$ cat src/rtl/banked_rom_pkg.sv
`timescale 1ns/1ps
package banked_rom_pkg;
  // Slot code taken from address bits 10..9 inside the I/O page
  typedef enum logic [1:0] {
    SLOT_CTRL    = 2'b00,
    SLOT_SPARE   = 2'b01,
    SLOT_SWITCH  = 2'b10,
    SLOT_BANKSEL = 2'b11
  } io_slot_e;

  // Quarter of the address space from the top two address bits
  typedef enum logic [1:0] {
    WIN_LOW_A  = 2'b00,
    WIN_LOW_B  = 2'b01,
    WIN_BANKED = 2'b10,
    WIN_SYSTEM = 2'b11
  } win_e;
endpackage

$ cat src/rtl/brd_io_decode.sv
`timescale 1ns/1ps
module brd_io_decode
  import banked_rom_pkg::*;
#(
  parameter int ADDR_W   = 16,
  parameter int PAGE_TAG = 'h0F,
  localparam int HI_W    = ADDR_W - 9,
  localparam int PAGE_W  = ADDR_W - 11
) (
  input  logic [HI_W-1:0] addr_hi,   // cpu address bits ADDR_W-1..9
  input  logic            phase,
  output logic            ctrl_en,
  output logic            switch_en,
  output logic            banksel_en
);
  logic     in_page;
  io_slot_e slot;

  assign in_page = (addr_hi[HI_W-1:2] == PAGE_W'(PAGE_TAG));
  assign slot    = io_slot_e'(addr_hi[1:0]);

  always_comb begin
    ctrl_en    = 1'b0;
    switch_en  = 1'b0;
    banksel_en = 1'b0;
    if (in_page && phase) begin
      case (slot)
        SLOT_CTRL:    ctrl_en    = 1'b1;
        SLOT_SWITCH:  switch_en  = 1'b1;
        SLOT_BANKSEL: banksel_en = 1'b1;
        default:      ;
      endcase
    end
  end
endmodule

$ cat src/rtl/brd_bank_reg.sv
`timescale 1ns/1ps
module brd_bank_reg #(
  parameter int REG_W = 5
) (
  input  logic             clk,
  input  logic             rst_n,
  input  logic             load,
  input  logic [REG_W-1:0] din,
  output logic [REG_W-1:0] q
);
  always_ff @(posedge clk or negedge rst_n) begin
    if (!rst_n)    q <= '0;
    else if (load) q <= din;
  end
endmodule

$ cat src/rtl/brd_rom_select.sv
`timescale 1ns/1ps
module brd_rom_select
  import banked_rom_pkg::*;
#(
  parameter int ADDR_W   = 16,
  parameter int SEL_W    = 3,
  localparam int NUM_DEV = 1 << SEL_W,
  localparam int REG_W   = SEL_W + 2,
  localparam int ESC_BIT = SEL_W + 1,
  localparam int DEV_AW  = ADDR_W - 1
) (
  input  logic [ADDR_W-1:0]  addr,
  input  logic [REG_W-1:0]   bank,
  output logic               sys_ce,
  output logic [NUM_DEV-1:0] dev_ce,
  output logic [DEV_AW-1:0]  dev_addr,
  output logic [NUM_DEV-1:0] diag
);
  win_e             win;
  logic             escape;
  logic             half;
  logic [SEL_W-1:0] sel;
  logic             top_bit;

  assign win    = win_e'(addr[ADDR_W-1 -: 2]);
  assign escape = bank[ESC_BIT];
  assign sel    = bank[SEL_W:1];
  assign half   = bank[0];

  // One-hot device decode from the stored selection only
  for (genvar g = 0; g < NUM_DEV; g++) begin : g_dev
    assign diag[g] = !escape && (sel == SEL_W'(g));
  end

  always_comb begin
    sys_ce  = 1'b0;
    dev_ce  = '0;
    top_bit = 1'b0;
    case (win)
      WIN_SYSTEM: begin
        sys_ce  = 1'b1;
        top_bit = 1'b1;
      end
      WIN_BANKED: begin
        if (escape) begin
          sys_ce  = 1'b1;
          top_bit = 1'b0;
        end else begin
          dev_ce  = diag;
          top_bit = half;
        end
      end
      default: ;
    endcase
  end

  assign dev_addr = {top_bit, addr[ADDR_W-3:0]};
endmodule

$ cat src/rtl/banked_rom_decoder.sv
`timescale 1ns/1ps
module banked_rom_decoder #(
  parameter int ADDR_W   = 16,
  parameter int DATA_W   = 8,
  parameter int SEL_W    = 3,
  parameter int PAGE_TAG = 'h0F,
  localparam int NUM_DEV = 1 << SEL_W,
  localparam int REG_W   = SEL_W + 2,
  localparam int DEV_AW  = ADDR_W - 1
) (
  input  logic               clk,
  input  logic               rst_n,
  input  logic [ADDR_W-1:0]  cpu_addr,
  input  logic [DATA_W-1:0]  cpu_data,
  input  logic               cpu_wr,
  input  logic               cpu_phase,
  output logic               sys_rom_ce,
  output logic [NUM_DEV-1:0] bank_rom_ce,
  output logic [DEV_AW-1:0]  rom_addr,
  output logic               ioc_en,
  output logic               switch_en,
  output logic               banksel_en,
  output logic [NUM_DEV-1:0] diag_led
);
  logic [REG_W-1:0] bank_q;
  logic             bank_load;
  logic             unused_bits;

  assign unused_bits = ^{cpu_data[DATA_W-1:REG_W], cpu_addr[8:0]};

  brd_io_decode #(.ADDR_W(ADDR_W), .PAGE_TAG(PAGE_TAG)) u_io (
    .addr_hi    (cpu_addr[ADDR_W-1:9]),
    .phase      (cpu_phase),
    .ctrl_en    (ioc_en),
    .switch_en  (switch_en),
    .banksel_en (banksel_en)
  );

  assign bank_load = banksel_en && cpu_wr;

  brd_bank_reg #(.REG_W(REG_W)) u_reg (
    .clk   (clk),
    .rst_n (rst_n),
    .load  (bank_load),
    .din   (cpu_data[REG_W-1:0]),
    .q     (bank_q)
  );

  brd_rom_select #(.ADDR_W(ADDR_W), .SEL_W(SEL_W)) u_sel (
    .addr     (cpu_addr),
    .bank     (bank_q),
    .sys_ce   (sys_rom_ce),
    .dev_ce   (bank_rom_ce),
    .dev_addr (rom_addr),
    .diag     (diag_led)
  );
endmodule

$ cat config.mk
export PLATFORM = sky130hd
export DESIGN_NAME = banked_rom_decoder
export DESIGN_NICKNAME = d
export VERILOG_FILES = /design/src/rtl/banked_rom_pkg.sv /design/src/rtl/brd_io_decode.sv /design/src/rtl/brd_bank_reg.sv /design/src/rtl/brd_rom_select.sv /design/src/rtl/banked_rom_decoder.sv
export SDC_FILE = /design/constraint.sdc
export NUM_CORES = 1
export LEC_CHECK = 0
export CAP_MARGIN = 15
export CORE_ASPECT_RATIO = 0.8
export CORE_MARGIN = 5
export CORE_UTILIZATION = 26
export CTS_BUF_LIST = sky130_fd_sc_hd__clkbuf_8 sky130_fd_sc_hd__clkbuf_16
export CTS_CLUSTER_DIAMETER = 30
export DETAILED_ROUTE_END_ITERATION = 7
export PLACE_DENSITY = 0.79
export SYNTH_ARGS = -nofsm -noshare
export SYNTH_HDL_FRONTEND = slang
export SYNTH_SLANG_ARGS = --single-unit
$ cat constraint.sdc
create_clock -name clk -period 1.39 [get_ports clk]
set_input_delay 0.139 -clock clk [delete_from_list [all_inputs] [get_ports clk]]
set_output_delay 0.139 -clock clk [all_outputs]
set_load 0.03 [all_outputs]
==> results.yml, run 1 <==
timing:
  period_needed_ps: 1640
  report.final.slew_viol_count: 0
  finalClockSkew_ps: 0
  setup_viol: 9
  setup_tns_ps: -1640
  timing.fmax_ghz: 0.611
  grt_setup_unrepaired: "yes"
  hold_viol_final: 0
  slew_headroom_pct: 83.7
  tightest_slew_ps: 245
  fin_crit_sh_pct: 118
  setup_ws_ps: -248
finish:
  largestRegisters: "u_reg.q x5"
  antenna_cells: 0
  largest_reg_flops: 5
  final_common_cell: "buf_4"
  drive_gt1_share_pct: 63.0
  finalNonFillerCells: 124
  area.growth.synth_to_final_pct: 89.9
  layout_common_cells: "buf_4 (27), clkdlybuf4s50_1 (11), buf_6 (9), nor2_1 (7), mux2_2 (5)"
  final_area_um2: 991
  final_nets: 129
  final_util_pct: 52.4
  largest_register: "u_reg.q"
clock_network:
  cts_tree: "done"
  root_buffer: "clkbuf_8"
  cts.reportedPaths.clkPinSlew_ps: 30
  cts_max_path_buffers: 2
  clk_latency_ps: 210
  htreeDepth: 1
  numCtsBuffers: 3
  cts_sinks: 5
synth:
  synth_area_leaders: "dfrtp_1 (24%), buf_4 (22%), mux2_2 (11%)"
  yosysSeqAreaShare_pct: 24.0
  syn-instance-count: 61
  ys_ff_latch: 5
  synth_top_area_cell: "dfrtp_1"
  ys_warn_count: 0
  syn_avg_cell_area_um2: 8.55
  synthDistinctLibCells: 19
  netlist_area_um2: 522
  syn_nets: 89
  netlist.area_leader.share_pct: 24.0
detailed_routing:
  routed_wl_mm: 1.53
  vias: 538
  drc_errors: 0
  drtIter0Drc: 5
  ant_nets: 0
  routed_wire_length_per_instance_um: 12.3
  firstDrtPassIters: 3
  viasPerCell: 4.34
placement:
  place_congestion: 0.684
  place_area_um2: 852
  post-dp-hpwl_mm: 1.30
  port_buffers: 41
  placedCellCount: 118
global_routing:
  antenna_found_initial: 0
  grt_pass1_vias: 562
  grt_max_degree: 9
  grt-ovfl-total: 0
  grt_pass1_wl_mm: 2.46
  track_usage_pct: 10.5
worst_setup_path:
  cp_data_required_time_ps: 1250
  endpoint_kind: "primary output"
  crit_family: "simple AND/OR/NAND/NOR gates"
  worstRegToRegCells: 3
  crit_path_max_incr_delay_ps: 590
  path_class: "flop to primary output"
  worst-path-buf-inv: 1
  cp_max_fo: 4
  crit_path_start_kind: "flop"
  cpMaxStageDelayCell: "or4b_4"
  crit_chain: "or4b_4, nor3_2, buf_4"
  crit_arrival_ps: 1500
  crit_cells: 3
status:
  failed_checks: "negative setup slack"
  status: "finished, violations left"
die:
  rows: 14
  start_util_pct: 27.6
  core_area_mm2: 0.00189
  ioPinCount: 63
  die_h_um: 50.1
  die_w_um: 60.1
  die_area_mm2: 0.00301
power:
  comb_power_share_pct: 34.4
  power.density_mw_per_mm2: 635
  switchingPower_uw: 176
  seqPwrFrac_pct: 26.1
  p_sw_share_pct: 28.0
  clkPwrFrac_pct: 39.5
  ir_drop_mv: 0.476
  power.internal_uw: 453
  leakage_nw: 0.475
worst_hold_path:
  hp-class: "input port to async pin"
job:
  cap_violations: 0
Yosys cell counts:
cell type,count
or3b_4,1
nor4_1,1
buf_6,1
mux2_2,5
nand4_4,1
o21a_1,2
nor2_1,11
dfrtp_1,5
nor3_1,7
inv_1,1
or4b_4,1
nand2b_4,1
nand2b_1,2
nand2_1,2
buf_4,15
and2_1,2
nand3_1,1
and4b_2,1
nor2b_1,1
per-layer routing:
layer,global-route usage (%),vias up,routed length [um]
met4,5.54,0,23
li1,-,273,-
met2,18.0,17,858
met1,11.6,244,542
met3,2.61,4,103
met5,0,-,0
worst paths after layout:
path | from | to | slack [ps]
max | u_reg.q[4]$_DFFE_PN0P_ | bank_rom_ce[0] | -250
max reg2reg | u_reg.q[4]$_DFFE_PN0P_ | u_reg.q[4]$_DFFE_PN0P_ | 400
min reg2reg | u_reg.q[0]$_DFFE_PN0P_ | u_reg.q[0]$_DFFE_PN0P_ | 500
min in group clk | cpu_addr[1] | rom_addr[1] | 280
min | rst_n | u_reg.q[2]$_DFFE_PN0P_ | 150
max in group asynchronous | rst_n | u_reg.q[1]$_DFFE_PN0P_ | 1040
power groups by stage:
stage	clock network, mW	registers, mW	logic (mW)
final	0.249	0.164	0.216
after floorplan	0	0.164	0.158
after global placement	0	0.165	0.200
after global routing	0.270	0.165	0.230
after detailed placement	0	0.165	0.203
after CTS	0.254	0.164	0.207
final cells by class:
cell class              count  area [um^2]
fillers                   169          901
repair buffers             51          453
multi-input cells          39          332
flip-flops and latches      5          128
clock buffers               3         41.3
well taps                  24         30.0
clock inverters             1         3.75
inverters                   1         3.75
what timing repair did:
action,in CTS,in global routing
setup buffers,2,0
hold buffers,0,0
setup endpoints to repair,13,20
resized for setup,12,15
pin swaps,3,5
cell families after synthesis:
family | count (synthesis) | share of synthesized area, %
flops | 5 | 24.0
compound gates | 2 | 2.88
mux | 5 | 10.8
buf+inv | 17 | 24.5
simple gates | 32 | 37.9
worst reg2reg max path: stages, from the launching register on:
cell     delay [ps]
dfrtp_1         390
buf_6           130
buf_6           110
mux2_2          250
metrics by stage:
stage / hold slack [ps] / setup WS [ps] / total power, mW
final: 145 / -248 / 0.629
after global routing: 158 / -291 / 0.665
after CTS: 150 / -225 / 0.624
after detailed placement: 278 / -235 / 0.368
after global placement: 278 / -213 / 0.365
after floorplan: -157 / -192 / 0.322
Note: power is estimated with default switching activity, not from simulation.
==> run 2: changes to the inputs <==
--- a/config.mk
+++ b/config.mk
@@ -6,13 +6,13 @@
 export NUM_CORES = 1
 export LEC_CHECK = 0
 export CAP_MARGIN = 15
-export CORE_ASPECT_RATIO = 0.8
 export CORE_MARGIN = 5
-export CORE_UTILIZATION = 26
+export CORE_UTILIZATION = 40
 export CTS_BUF_LIST = sky130_fd_sc_hd__clkbuf_8 sky130_fd_sc_hd__clkbuf_16
 export CTS_CLUSTER_DIAMETER = 30
 export DETAILED_ROUTE_END_ITERATION = 7
-export PLACE_DENSITY = 0.79
+export DONT_BUFFER_PORTS = 1
+export PLACE_DENSITY = 0.53
 export SYNTH_ARGS = -nofsm -noshare
 export SYNTH_HDL_FRONTEND = slang
 export SYNTH_SLANG_ARGS = --single-unit
==> results.yml, run 2 (synthesized netlist as in run 1, its figures left out) <==
status:
  status: "finished, violations left"
  failed_checks: "negative setup slack"
placement:
  place_congestion: 0.648
  post-dp-hpwl_mm: 1.08
  port_buffers: 0
  place_area_um2: 601
  placedCellCount: 82
clock_network:
  cts_max_path_buffers: 2
  root_buffer: "clkbuf_8"
  htreeDepth: 1
  cts_tree: "done"
  clk_latency_ps: 220
  cts_sinks: 5
  numCtsBuffers: 3
  cts.reportedPaths.clkPinSlew_ps: 40
timing:
  finalClockSkew_ps: 0
  setup_tns_ps: -1650
  setup_viol: 10
  timing.fmax_ghz: 0.617
  slew_headroom_pct: 79.3
  fin_crit_sh_pct: 117
  hold_viol_final: 0
  grt_setup_unrepaired: "yes"
  report.final.slew_viol_count: 0
  setup_ws_ps: -230
  tightest_slew_ps: 313
  period_needed_ps: 1620
worst_setup_path:
  worst-path-buf-inv: 1
  cpMaxStageDelayCell: "or4b_4"
  r2r-end: "u_reg.q[4]$_DFFE_PN0P_"
  crit_path_max_incr_delay_ps: 540
  crit_chain: "or4b_4, nor2_2, buf_6"
  r2r_start: "u_reg.q[4]$_DFFE_PN0P_"
  worstRegToRegCells: 3
  cp_data_required_time_ps: 1250
  cp_max_fo: 4
  crit_end: "bank_rom_ce[2]"
  crit_path_start_kind: "flop"
  endpoint_kind: "primary output"
  worstSetupStartpoint: "u_reg.q[3]$_DFFE_PN0P_"
  crit_cells: 3
  path_class: "flop to primary output"
  crit_family: "simple AND/OR/NAND/NOR gates"
  rrSetupSlack_ps: 370
  crit_arrival_ps: 1480
finish:
  final_area_um2: 754
  final_nets: 104
  fillerInstances: 108
  largest_register: "u_reg.q"
  antenna_cells: 0
  drive_gt1_share_pct: 69.3
  area.growth.synth_to_final_pct: 44.6
  final_common_cell: "buf_4"
  final_util_pct: 59.5
  largest_reg_flops: 5
  finalNonFillerCells: 90
  layout_common_cells: "buf_4 (18), nor2_1 (7), buf_6 (7), mux2_2 (5), nor3_1 (4)"
  largestRegisters: "u_reg.q x5"
power:
  total_power_uw: 561
  switchingPower_uw: 158
  comb_power_share_pct: 24.1
  power.density_mw_per_mm2: 744
  power.internal_uw: 403
  ir_drop_mv: 0.626
  p_sw_share_pct: 28.2
  clkPwrFrac_pct: 46.0
  leakage_nw: 0.344
  seqPwrFrac_pct: 29.9
detailed_routing:
  drtIter0Drc: 4
  ant_nets: 0
  routed_wire_length_per_instance_um: 16.7
  firstDrtPassIters: 3
  drc_errors: 0
  viasPerCell: 5.06
  routed_wl_mm: 1.50
  vias: 455
die:
  die_w_um: 46.1
  rows: 13
  die_area_mm2: 0.00213
  ioPinCount: 63
  die_h_um: 46.1
  start_util_pct: 41.1
  core_area_mm2: 0.00127
job:
  cap_violations: 0
global_routing:
  grt-ovfl-total: 0
  grt_pass1_wl_mm: 2.00
  track_usage_pct: 12.8
  grt_pass1_vias: 460
  antenna_found_initial: 0
  grt_max_degree: 9
worst_hold_path:
  min_from: "cpu_data[1]"
  hp-class: "input port to flop"
-- run 2: metal layers --
layer | up-vias | GRT usage [%] | wire, um
met3 | 2 | 6.25 | 204
met2 | 30 | 23.1 | 778
met4 | 0 | 5.11 | 27
met1 | 205 | 12.2 | 491
met5 | - | 0 | 0
li1 | 218 | - | -
-- run 2: power by group through the flow --
stage,clock [mW],combinational (mW),sequential (mW)
6_report,0.258,0.135,0.168
5_1_grt,0.276,0.143,0.169
4_1_cts,0.263,0.117,0.164
3_5_place_dp,0,0.109,0.166
3_3_place_gp,0,0.108,0.166
2_1_floorplan,0,0.158,0.164
-- run 2: how the worst min path moves through the flow --
stage	endpoint	cells past startpoint
floorplan	u_reg.q[0]$_DFFE_PN0P_	0
global placement	u_reg.q[2]$_DFFE_PN0P_	0
detailed placement	u_reg.q[2]$_DFFE_PN0P_	0
CTS	u_reg.q[4]$_DFFE_PN0P_	1
global route	u_reg.q[3]$_DFFE_PN0P_	1
finish	u_reg.q[1]$_DFFE_PN0P_	1
-- run 2: final cells by class --
type	count	area [um^2]	area share (%)
Sequential cell	5	129	17.1
Inverter	1	3.75	0.498
Multi-Input combinational cell	39	334	44.3
Clock buffer	3	41.3	5.47
Tap cell	15	18.8	2.49
Timing Repair Buffer	26	224	29.7
Clock inverter	1	3.75	0.498
-- run 2: timing repair --
item / CTS / global route
gates resized for setup: 3 / 19
endpoints found under the hold margin: 5 / 0
buffers inserted: 1 / 4
hold buffers: 1 / 0
endpoints found under the setup margin: 12 / 15
pin swaps: 2 / 3
-- run 2: stage by stage --
step	setup slack (ps)	hold slack, ps
after floorplan	-192	-157
after global placement	-28.8	-156
after detailed placement	-30.0	-156
after CTS	-212	67.6
after global routing	-277	72.9
final	-230	71.7
-- run 2: worst reg2reg max path: stages, from the launching register on --
cell,delay (ps)
dfrtp_1,380
buf_4,150
buf_6,120
mux2_2,250
==> run 3: changes to the inputs <==
==> constraint.sdc (replaced) <==
create_clock -name clk -period 1.65 [get_ports clk]
set_input_delay 0.165 -clock clk [delete_from_list [all_inputs] [get_ports clk]]
set_output_delay 0.165 -clock clk [all_outputs]
set_load 0.03 [all_outputs]
==> results.yml, run 3 (synthesized netlist as in run 1, its figures left out) <==
status:
  status: "finished, violations left"
  failed_checks: "negative setup slack"
global_routing:
  grt_pass1_vias: 428
  track_usage_pct: 12.8
  antenna_found_initial: 0
  grt-ovfl-total: 0
  grt_pass1_wl_mm: 1.90
  grt_max_degree: 9
finish:
  area.growth.synth_to_final_pct: 35.5
  largestRegisters: "u_reg.q x5"
  largest_register: "u_reg.q"
  finalNonFillerCells: 91
  drive_gt1_share_pct: 59.2
  final_util_pct: 55.7
  final_area_um2: 707
  antenna_cells: 0
  final_nets: 105
  layout_common_cells: "buf_4 (23), nor2_1 (9), nor3_1 (5), mux2_2 (5), dfrtp_1 (4)"
  final_common_cell: "buf_4"
  largest_reg_flops: 5
die:
  die_w_um: 46.1
  rows: 13
  ioPinCount: 63
  die_h_um: 46.1
  start_util_pct: 41.1
  die_area_mm2: 0.00213
  core_area_mm2: 0.00127
placement:
  placedCellCount: 80
  port_buffers: 0
  post-dp-hpwl_um: 966
  place_congestion: 0.694
  place_ws_ps: 132
  place_area_um2: 577
power:
  seqPwrFrac_pct: 29.9
  switchingPower_uw: 130
  clkPwrFrac_pct: 47.7
  power.density_mw_per_mm2: 659
  leakage_nw: 0.346
  power.internal_uw: 335
  total_power_uw: 466
  ir_drop_mv: 0.512
  p_sw_share_pct: 28.0
  comb_power_share_pct: 22.3
clock_network:
  cts_tree: "done"
  root_buffer: "clkbuf_8"
  cts_max_path_buffers: 2
  clk_latency_ps: 220
  htreeDepth: 1
  cts.reportedPaths.clkPinSlew_ps: 40
  cts_sinks: 5
  numCtsBuffers: 3
worst_setup_path:
  endpoint_kind: "primary output"
  r2r-end: "u_reg.q[4]$_DFFE_PN0P_"
  crit_path_start_kind: "flop"
  cp_data_required_time_ps: 1480
  r2r_start: "u_reg.q[4]$_DFFE_PN0P_"
  worstRegToRegCells: 4
  cp_max_fo: 4
  rrSetupSlack_ps: 480
  path_class: "flop to primary output"
  crit_arrival_ps: 1510
  worstSetupStartpoint: "u_reg.q[4]$_DFFE_PN0P_"
  crit_end: "bank_rom_ce[4]"
timing:
  finalClockSkew_ps: 0
  setup_viol: 2
  period_needed_ps: 1670
  hold_viol_final: 0
  setup_tns_ps: -39.5
  setup_ws_ps: -23.3
  tightest_slew_ps: 323
  fin_crit_sh_pct: 101
  report.final.slew_viol_count: 0
  grt_setup_unrepaired: "yes"
  slew_headroom_pct: 78.5
  hold_slack_ps: 91.2
  timing.fmax_ghz: 0.598
detailed_routing:
  drc_errors: 0
  drtIter0Drc: 1
  viasPerCell: 5.01
  vias: 456
  routed_wl_mm: 1.36
  firstDrtPassIters: 2
  routed_wire_length_per_instance_um: 15.0
  ant_nets: 0
job:
  cap_violations: 0
worst_hold_path:
  hp-class: "input port to flop"
==> run 3: changes by cell type in the layout (fill, tap and decap cells not counted), moves of 2 or more <==
cell	delta
nor2_1	+2
buf_4	+5
buf_6	-4
dfrtp_2	-2
dfrtp_1	+2
==> run 3: what timing repair did <==
action	in CTS	in global routing
hold buffers	1	0
setup endpoints to repair	8	8
endpoints found under the hold margin	5	0
setup buffers	3	3
pin swaps	1	2
gates resized for setup	1	8
==> run 3: layout make-up <==
class	instances	area, um^2
fillers	124	562
multi-input cells	39	297
repair buffers	27	216
flip-flops and latches	5	126
clock buffers	3	41.3
well taps	15	18.8
clock inverters	1	3.75
inverters	1	3.75
==> run 3: routing by layer <==
| layer | wire length, um | up-vias | track usage, % | part of all wire [%] |
|---|---|---|---|---|
| met5 | 0 | - | 0 | 0 |
| met4 | 27 | 0 | 8.52 | 2.0 |
| met3 | 166 | 3 | 4.69 | 12 |
| met2 | 724 | 27 | 20.9 | 53 |
| met1 | 446 | 206 | 13.7 | 33 |
| li1 | - | 220 | - | - |
==> run 3: power groups by stage <==
| stage | combinational (mW) | clock (mW) | sequential (mW) |
|---|---|---|---|
| 2_1_floorplan | 0.131 | 0 | 0.138 |
| 3_3_place_gp | 0.0842 | 0 | 0.141 |
| 3_5_place_dp | 0.0845 | 0 | 0.141 |
| 4_1_cts | 0.0959 | 0.227 | 0.138 |
| 5_1_grt | 0.111 | 0.242 | 0.140 |
| 6_report | 0.104 | 0.222 | 0.139 |
==> run 3: critical path, stage by stage (launching register included) <==
cell and delay (ps):
dfrtp_1 400, nand2b_4 160, or3b_4 440, nor3_2 110, buf_4 180
==> run 3: worst min-delay path by stage <==
| stage | end | from | depth (start not counted) |
|---|---|---|---|
| after global routing | u_reg.q[1]$_DFFE_PN0P_ | cpu_data[1] | 1 |
| after CTS | u_reg.q[2]$_DFFE_PN0P_ | cpu_data[2] | 1 |
| after floorplan | u_reg.q[0]$_DFFE_PN0P_ | rst_n | 0 |
| after detailed placement | u_reg.q[0]$_DFFE_PN0P_ | rst_n | 0 |
| after global placement | u_reg.q[0]$_DFFE_PN0P_ | rst_n | 0 |
| final | u_reg.q[2]$_DFFE_PN0P_ | cpu_data[2] | 1 |
